### src/rtl/prom_fsm_pkg.sv
package prom_fsm_pkg;

  typedef enum logic [1:0] {
    CMD_HOLD = 2'd0,
    CMD_FWD  = 2'd1,
    CMD_BACK = 2'd2,
    CMD_HOME = 2'd3
  } cmd_e;

  // Index of a ring neighbour selected by a command.
  function automatic int step_index(input int idx, input int n, input cmd_e cmd);
    int r;
    case (cmd)
      CMD_HOLD: r = idx;
      CMD_FWD:  r = (idx + 1) % n;
      CMD_BACK: r = (idx + n - 1) % n;
      default:  r = 0;
    endcase
    return r;
  endfunction

endpackage

### src/rtl/prom_fsm_table.sv
module prom_fsm_table
  import prom_fsm_pkg::*;
#(
  parameter int ST_N   = 4,
  parameter int IN_W   = 2,
  parameter int OUT_W  = 4,
  parameter bit ONEHOT = 1'b1,
  parameter int SW     = ONEHOT ? ST_N : $clog2(ST_N),
  parameter int WORD_W = SW + OUT_W + 1
) (
  input  logic [SW+IN_W-1:0] addr,
  output logic [WORD_W-1:0]  word
);

  localparam int AW    = SW + IN_W;
  localparam int DEPTH = 1 << AW;
  localparam logic [SW-1:0] HOME = ONEHOT ? SW'(1) : '0;

  // Decoded index of a state code, or -1 when the code is invalid.
  function automatic int code_to_index(input logic [SW-1:0] code);
    int idx;
    int ones;
    idx  = -1;
    ones = 0;
    if (ONEHOT) begin
      for (int b = 0; b < SW; b++) begin
        if (code[b]) begin
          ones = ones + 1;
          idx  = b;
        end
      end
      if (ones != 1) idx = -1;
    end else begin
      idx = (int'(code) < ST_N) ? int'(code) : -1;
    end
    return idx;
  endfunction

  function automatic logic [SW-1:0] index_to_code(input int idx);
    logic [SW-1:0] c;
    if (ONEHOT) c = SW'(1) << idx;
    else        c = SW'(idx);
    return c;
  endfunction

  function automatic logic [WORD_W-1:0] build_word(input int a);
    logic [AW-1:0]    av;
    logic [SW-1:0]    cur;
    logic [IN_W-1:0]  inp;
    logic [SW-1:0]    nxt;
    logic [OUT_W-1:0] ov;
    int               idx;
    int               nidx;
    av   = AW'(a);
    cur  = av[AW-1:IN_W];
    inp  = av[IN_W-1:0];
    idx  = code_to_index(cur);
    if (idx < 0) begin
      nxt = HOME;
      ov  = '0;
    end else begin
      nidx = step_index(idx, ST_N, cmd_e'(inp[1:0]));
      nxt  = index_to_code(nidx);
      ov   = OUT_W'((nidx << IN_W) + int'(inp));
    end
    return {^{nxt, ov}, nxt, ov};
  endfunction

  logic [WORD_W-1:0] rom [DEPTH];

  // Constant contents, one entry per address, computed at elaboration.
  for (genvar g = 0; g < DEPTH; g++) begin : g_entry
    assign rom[g] = build_word(g);
  end

  assign word = rom[addr];

endmodule

### src/rtl/prom_fsm_check.sv
module prom_fsm_check #(
  parameter int ST_N   = 4,
  parameter bit ONEHOT = 1'b1,
  parameter int SW     = ONEHOT ? ST_N : $clog2(ST_N),
  parameter int WORD_W = SW + 5
) (
  input  logic [WORD_W-1:0] word,
  input  logic [SW-1:0]     state,
  output logic              parity_bad,
  output logic              state_bad
);

  // Stored words carry even parity over every bit, parity bit included.
  assign parity_bad = ^word;

  if (ONEHOT) begin : g_onehot
    assign state_bad = ($countones(state) != 1);
  end else begin : g_binary
    assign state_bad = (int'(state) >= ST_N);
  end

endmodule

### src/rtl/prom_fsm.sv
module prom_fsm
  import prom_fsm_pkg::*;
#(
  parameter int ST_N   = 4,
  parameter int IN_W   = 2,
  parameter int OUT_W  = 4,
  parameter bit ONEHOT = 1'b1,
  localparam int SW    = ONEHOT ? ST_N : $clog2(ST_N),
  localparam int WORD_W = SW + OUT_W + 1
) (
  input  logic              clk,
  input  logic              rst,
  input  logic [IN_W-1:0]   in_vec,
  input  logic [WORD_W-1:0] fault_mask,
  output logic [OUT_W-1:0]  out_q,
  output logic [SW-1:0]     state_q,
  output logic              err_q
);

  localparam logic [SW-1:0] HOME = ONEHOT ? SW'(1) : '0;

  logic [SW-1:0]     state_r;
  logic [OUT_W-1:0]  out_r;
  logic              err_r;
  logic [WORD_W-1:0] rom_word;
  logic [WORD_W-1:0] rd_word;
  logic              parity_bad;
  logic              state_bad;

  prom_fsm_table #(
    .ST_N(ST_N), .IN_W(IN_W), .OUT_W(OUT_W), .ONEHOT(ONEHOT),
    .SW(SW), .WORD_W(WORD_W)
  ) u_table (
    .addr ({state_r, in_vec}),
    .word (rom_word)
  );

  assign rd_word = rom_word ^ fault_mask;

  prom_fsm_check #(
    .ST_N(ST_N), .ONEHOT(ONEHOT), .SW(SW), .WORD_W(WORD_W)
  ) u_check (
    .word       (rd_word),
    .state      (state_r),
    .parity_bad (parity_bad),
    .state_bad  (state_bad)
  );

  always_ff @(posedge clk) begin
    if (rst) begin
      state_r <= HOME;
      out_r   <= '0;
      err_r   <= 1'b0;
    end else begin
      state_r <= rd_word[OUT_W +: SW];
      out_r   <= rd_word[OUT_W-1:0];
      err_r   <= err_r | parity_bad | state_bad;
    end
  end

  assign state_q = state_r;
  assign out_q   = out_r;
  assign err_q   = err_r;

endmodule

### config.mk
export PLATFORM = sky130hd
export DESIGN_NAME = prom_fsm
export DESIGN_NICKNAME = d
export VERILOG_FILES = /design/src/rtl/prom_fsm_pkg.sv /design/src/rtl/prom_fsm_table.sv /design/src/rtl/prom_fsm_check.sv /design/src/rtl/prom_fsm.sv
export SDC_FILE = /design/constraint.sdc
export NUM_CORES = 1
export LEC_CHECK = 0
export CAP_MARGIN = 20
export CORE_AREA = 8 8 51 53
export DETAILED_ROUTE_END_ITERATION = 10
export DIE_AREA = 0 0 59 61
export PLACE_DENSITY = 0.79
export SYNTH_ARGS = -nofsm -noshare
export SYNTH_HDL_FRONTEND = slang
export SYNTH_SLANG_ARGS = --single-unit
### constraint.sdc
create_clock -name clk -period 3.4 [get_ports clk]
set_clock_uncertainty 0.15 [all_clocks]
set_input_delay 0.51 -clock clk [delete_from_list [all_inputs] [get_ports clk]]
set_output_delay 0.51 -clock clk [all_outputs]
set_load 0.01 [all_outputs]
# Word level (Yosys, flattened, before mapping)
# Memory sizes are Yosys's and may differ from the RTL's.
# Cells that the tools add are included.
totals:
  regBits: 9
  rom_bits: 576
  inputBits: 13
  output_inout_bits: 9
  wordCells: 16
  memories: 1
classes:
  addsub: 3
  order_cmp: 1
  n_eq_ne: 1
  mux: 2
  bitwise: 4
  n_reduce_logical: 1
mem_list:
  columns: ["memory", "depth", "word_bits", "rd", "rd_ports_with_merged_regs", "write_ports", "line", "text"]
  rows:
  - ["(name not given)", 64, 9, 1, 0, 0, "prom_fsm_table.sv:76", "assign word = rom[addr];"]
op_table:
  columns: ["operator", "n"]
  rows:
  - ["$add 32x32->32", 1]
  - ["$ne 32x2->1 const B", 1]
  - ["$mux 9", 2]
  - ["$reduce_xor 9->1", 1]
  - ["$xor 9x9->9", 1]
  - ["$ge 7x7->1 const B", 1]
  - ["$not 6->7", 1]
  - ["$add 1x1->2", 2]
  - ["$or 1x1->1", 2]

# Longest topological paths before layout
# Gate-level depths: netlist (run 1).
depth:
  ltp_word: 8
  depth_mapped: 9
  depth_no_buf: 9

# By module
# A second synthesis (run 1) with hierarchy kept.
unflattened:
  hier_cells: 100
  area_unflattened_um2: 922.1
by_module_without_submodules:
  columns: ["mod", "instances", "cells_each", "area_per_inst_um2", "seq_area_each_um2"]
  rows:
  - ["prom_fsm_table", 1, 57, 437.9, 0.0]
  - ["prom_fsm", 1, 28, 335.3, 180.2]
  - ["prom_fsm_check", 1, 15, 148.9, 0.0]

# Least setup slack after synthesis (run 1)
# OpenSTA, ideal clock, no wires.
synth_path:
  kind: "input to register"
  start: "input in_vec[0]"
  end: "register err_r, in the netlist err_q"
  setup_time_ns: 0.129
  t_arrival_ns: 2.155
  required_ns: 3.121
  setup_slack_ns: 0.966
  cell_stages: 9
  n_path_buf: 0
  cell_sequence: "inv_1 -> ha_1 -> nor4bb_1 -> a31oi_1 -> o21ai_1 -> xor2_1 -> xnor3_1 -> xnor3_1 -> a21oi_1"
synth_between:
  elab_chain_len: 8
synth_lines:
  columns: ["element", "line", "text"]
  rows:
  - ["from (decl)", "prom_fsm.sv:13", "input logic [IN_W-1:0] in_vec,"]
  - ["$not 6->7 (not written as such)", "prom_fsm_table.sv:76", null]
  - ["$mem_v2 64x9", null, null]
  - ["$mux 9 (not written as such) (2 in series)", "prom_fsm_table.sv:76", null]
  - ["$xor 9x9->9", "prom_fsm.sv:38", "assign rd_word = rom_word ^ fault_mask;"]
  - ["$reduce_xor 9->1", "prom_fsm_check.sv:14", "assign parity_bad = ^word;"]
  - ["$or 1x1->1 (2 in series)", "prom_fsm.sv:57", "err_r <= err_r | parity_bad | state_bad;"]
  - ["to (signal assigned)", "prom_fsm.sv:57", null]
  - ["to (decl)", "prom_fsm.sv:24", "logic err_r;"]
# No other way between the ends. The select of a mux whose other input is x is not followed.
# A chain may end at the register's enable or synchronous reset.

# Worst setup path after layout (run 1)
layout_path:
  start: "input in_vec[1]"
  end: "register err_r, in the netlist err_q"
# Same word-level chain as after synthesis.

==> results of run 1 <==
-- report_power, final --
group	total [mW]	internal [mW]	switching [mW]
logic	0.209	0.128	0.0807
clock network	0.0857	0.0454	0.0403
registers	0.144	0.119	0.0248
total	0.438	0.292	0.146
-- cell usage after synthesis, types with 2 or more instances --
cell type	count	area share
o21ai_0	2	0.011
xor2_1	8	0.080
nand3b_1	2	0.017
buf_2	3	0.017
and3b_1	2	0.020
dfxtp_1	9	0.21
or3b_1	2	0.020
o221ai_1	2	0.020
xnor3_1	2	0.051
xnor2_1	5	0.050
a21oi_1	4	0.023
ha_1	7	0.10
nor2_1	7	0.030
inv_1	5	0.021
nand2_1	4	0.017
o21ai_1	2	0.011
-- stage by stage --
step	hold WS, ns	setup WS, ns	util
2_1_floorplan	0.400	0.966	-
3_3_place_gp	0.365	0.259	0.588
3_5_place_dp	0.377	0.146	0.588
4_1_cts	0.392	0.432	0.602
5_1_grt	0.418	0.231	0.602
6_report	0.385	0.423	0.602
-- flip-flops by register name (all words and copies together) (netlist names) --
signal   cells
err_q        1
out_q        4
state_q      4
-- worst max-delay path, stage by stage --
cell             delay, ns
clkdlybuf4s50_1       0.59
inv_1                 0.10
ha_1                  0.30
nor4bb_1              0.38
a31oi_1               0.07
o21ai_1               0.16
xor2_1                0.24
xnor3_1               0.36
xnor3_1               0.19
a21oi_1               0.14
-- cell type report --
cell class              instances  area [sq um]  share of cell area
flip-flops and latches          9           180               0.163
repair buffers                 22           218               0.196
well taps                      27          33.8              0.0305
clock buffers                   4          26.3              0.0237
inverters                       5          18.8              0.0169
multi-input cells              73           632               0.570
-- kinds of logic after synthesis --
kind of cell | Yosys count
compound gates | 20
xor+xnor | 17
fa+ha+maj | 8
buf+inv | 11
flops | 9
simple gates | 28
-- per-layer routing --
layer,share of wire,GRT usage
met4,0.0055,0.0341
met2,0.55,0.227
met5,0,0
met3,0.040,0.0339
met1,0.40,0.117
-- worst paths after layout --
| kind | startpoint | endpoint | cells after the start |
|---|---|---|---|
| setup / recovery | in_vec[1] | err_q | 10 |
| hold / removal | err_q | err_q | 2 |
| setup reg to reg | state_q[3] | err_q | 6 |
| hold reg to reg | err_q | err_q | 2 |
==> out/qor.csv, run 1 <==
metric;value;unit
setup_viol;0;
vdd_ir_drop_max;0.209;mV
die-height;61;microns
cts_tree;yes;
drive_gt1_frac;0.0885;
maxSlewHeadroom;0.539;
end_kind;flop;
routed_wl;2010;microns
ctsHoldBuffers;0;
grt_pass1_vias;761;
worstPathMaxFanout;7;
wl_per_cell;14.3;microns
coreArea;1840;sq um
syn2layout_area_growth;26.6;%
cts-htree-levels;1;
cp-start-kind;input port;
synthArstFlopShare;0;
status;finished, final reports clean;
ys_seq_area_frac;0.206;
rsz0062_at_grt;no;
hold_viol;0;
grt_overflow_total;0;
dp_hpwl;1610;microns
ctsResizeCount;0;
synth_edf_count;0;
period_minus_slack;2.98;ns
cts_made_buffers;3;
antenna_found_initial;0;
synthesis.instances;93;
drc_errors;0;
clkSinkCount;9;
rrSetupSlack;0.65;ns
die_area;3600;sq um
postLayoutCellArea;1110;sq um
synthXorXnorAreaFrac;0.227;
synth.distinct_cells;43;
arrival;3.02;ns
hp-class;flop to flop;
numPlacedInstances;136;
dpl_cell_area;1080;sq um
synth_nets;114;
clockBufferDepth;2;
power.density;395;nW/um^2
yosys_warnings;0;
synth_mux_area_frac;0;
final_cell_mix;21 x clkdlybuf4s50_1, 9 x dfxtp_1, 8 x xor2_1, 7 x nor2_1, 7 x ha_1;
grt_max_degree;22;
nets;135;
track_usage;0.117;
die_w;59;microns
syn_area;876;sq um
start_util;0.476;
synth-simple-area-share;0.211;
finalWeightedCongestion;0.864;
final_common_cell;clkdlybuf4s50_1;
ys_ff_latch;9;
portBuffers;21;
syn_avg_cell_area;9.42;sq um
ant_nets;0;
power_leakage;0.459;nW
worstPathRequired;3.44;ns
maxCapViolCount;0;
grt_pass1_wl;3240;microns
worst_pin_slew;0.690;ns
first_iter_violations;13;
num-fill-cells;174;
synth_fa_ha_area_frac;0.123;
totalNegativeSetupSlack;0;ns
synthFlopType;dfxtp_1;
via_per_inst;5.29;
clk_pin_slew;0.06;ns
insertion_delay;0.26;ns
p_total;438;uW
instances_no_fill;140;
antenna_cells;0;
fp-row-count;16;
synth_compound_area_frac;0.160;
first_pass_iters;3;
criticalPathCategory;input port to flop;
synth_top_family_by_area;XOR/XNOR gates;
post_cts_buffers;0;
slew_viol_final;0;
cts_root_buffer;clkbuf_4;
ios;22;
via_count;741;
fin_crit_sh;0.876;
clock.fmax;336;MHz
Power figures use the tool's default switching activity.
==> inputs of run 2 (changes only) <==
Settings changed: CORE_AREA 8 8 51 53 to 4 4 60 62, CTS_CLUSTER_DIAMETER set to 50, DIE_AREA 0 0 59 61 to 0 0 64 66, PLACE_DENSITY 0.79 to unset.
==> run 2 against run 1 <==
Clock power shrank 8.2%. Via count grew 0.54%. Die area grew 17%. Total power shrank 2.9%. Cell area grew 1.9%. Sequential power is essentially flat. Maximum frequency grew 0.17%. Setup slack gained 0.0051 ns. Worst hold slack lost 0.0095 ns. Highest routed layer unchanged. Flip-flop and latch count is the same. Critical path depth is the same. Largest cell class unchanged.
==> out/qor.csv, run 2 (synthesis gave the netlist of run 1 again) <==
metric;value;unit
grt_overflow_total;0;
worst_pin_slew;0.681;ns
power_frac_comb;0.477;
final_cell_mix;21 x clkdlybuf4s50_1, 9 x dfxtp_1, 8 x xor2_1, 7 x nor2_1, 7 x ha_1;
nets;135;
status;finished, final reports clean;
via_count;745;
clockBufferDepth;2;
via_per_inst;4.75;
internal_power;291;uW
clock.fmax;336;MHz
start_util;0.289;
track_usage;0.0988;
coreArea;3030;sq um
clkSinkCount;9;
post_cts_buffers;0;
drc_errors;0;
pwr-share-seq;0.338;
dp_hpwl;1500;microns
die-height;66;microns
dpl_cell_area;1100;sq um
routed_wl;1920;microns
rsz0062_at_grt;no;
fin_crit_sh;0.874;
arrival;3.01;ns
first_pass_iters;4;
use_met2;0.151;
drive_gt1_frac;0.0885;
p_switching;134;uW
antenna_found_initial;0;
fp-row-count;20;
first_iter_violations;34;
wl_per_cell;12.2;microns
power.density;376;nW/um^2
maxCapViolCount;0;
ctsResizeCount;0;
postLayoutCellArea;1130;sq um
slew_viol_final;0;
instances_no_fill;157;
numPlacedInstances;153;
cp-start-kind;input port;
switching_share;0.315;
grt_pass1_wl;3240;microns
grt_max_degree;22;
insertion_delay;0.25;ns
finalWeightedCongestion;0.754;
totalNegativeSetupSlack;0;ns
power_frac_clock;0.185;
maxSlewHeadroom;0.545;
cts_root_buffer;clkbuf_4;
criticalPathCategory;input port to flop;
antenna_cells;0;
worstPathMaxFanout;7;
cts_tree;yes;
die_w;64;microns
clk_pin_slew;0.06;ns
hp-class;flop to flop;
cts-htree-levels;1;
use_met1;0.129;
vdd_ir_drop_max;0.108;mV
grt_pass1_vias;687;
syn2layout_area_growth;29.0;%
power_leakage;0.459;nW
hold_viol;0;
ant_nets;0;
cts_made_buffers;3;
end_kind;flop;
grt_util_met3;0.0391;
grt.busiest_layer;met2;
final_common_cell;clkdlybuf4s50_1;
portBuffers;21;
worstPathRequired;3.44;ns
ctsHoldBuffers;0;
setup_viol;0;
ios;22;
die_area;4220;sq um
period_minus_slack;2.97;ns
==> run 2: through the flow <==
stage	hold WS, ns	worst slack [ns]	power, mW	util
floorplan	0.400	0.966	0.290	-
global placement	0.371	0.244	0.348	0.364
detailed placement	0.366	0.147	0.350	0.364
CTS	0.380	0.423	0.433	0.373
global route	0.440	0.217	0.463	0.373
finish	0.375	0.428	0.425	0.373
==> run 2: power by group through the flow <==
stage	Clock (mW)	Combinational, mW	Sequential [mW]
after CTS	0.0839	0.205	0.144
after detailed placement	0	0.204	0.146
final	0.0787	0.203	0.144
after floorplan	0	0.154	0.136
after global routing	0.0904	0.226	0.147
after global placement	0	0.202	0.146
==> run 2: area by class of cell <==
type,instances,area (sq um)
fill,329,1900
multi-input combinational,73,632
timing repair buffer,22,218
sequential,9,180
tap,44,55.1
clock buffer,4,26.3
inverter,5,18.8
==> run 2: worst paths after layout <==
check	start	to	slack [ns]	cells after the start
max	in_vec[1]	err_q	0.43	10
min reg2reg	err_q	err_q	0.38	2
max reg2reg	state_q[2]	err_q	0.79	7
min	err_q	err_q	0.38	2
==> run 2: worst max-delay path, cell delays in order <==
cell             delay, ns
clkdlybuf4s50_1       0.60
inv_1                 0.10
ha_1                  0.30
nor4bb_1              0.37
a31oi_1               0.08
o21ai_1               0.16
xor2_1                0.24
xnor3_1               0.35
xnor3_1               0.18
a21oi_1               0.13
==> run 2: layer usage <==
layer | vias up | routed length (microns)
met2 | 26 | 922
met4 | 0 | 13
li1 | 368 | -
met5 | - | 0
met3 | 2 | 150
met1 | 349 | 832
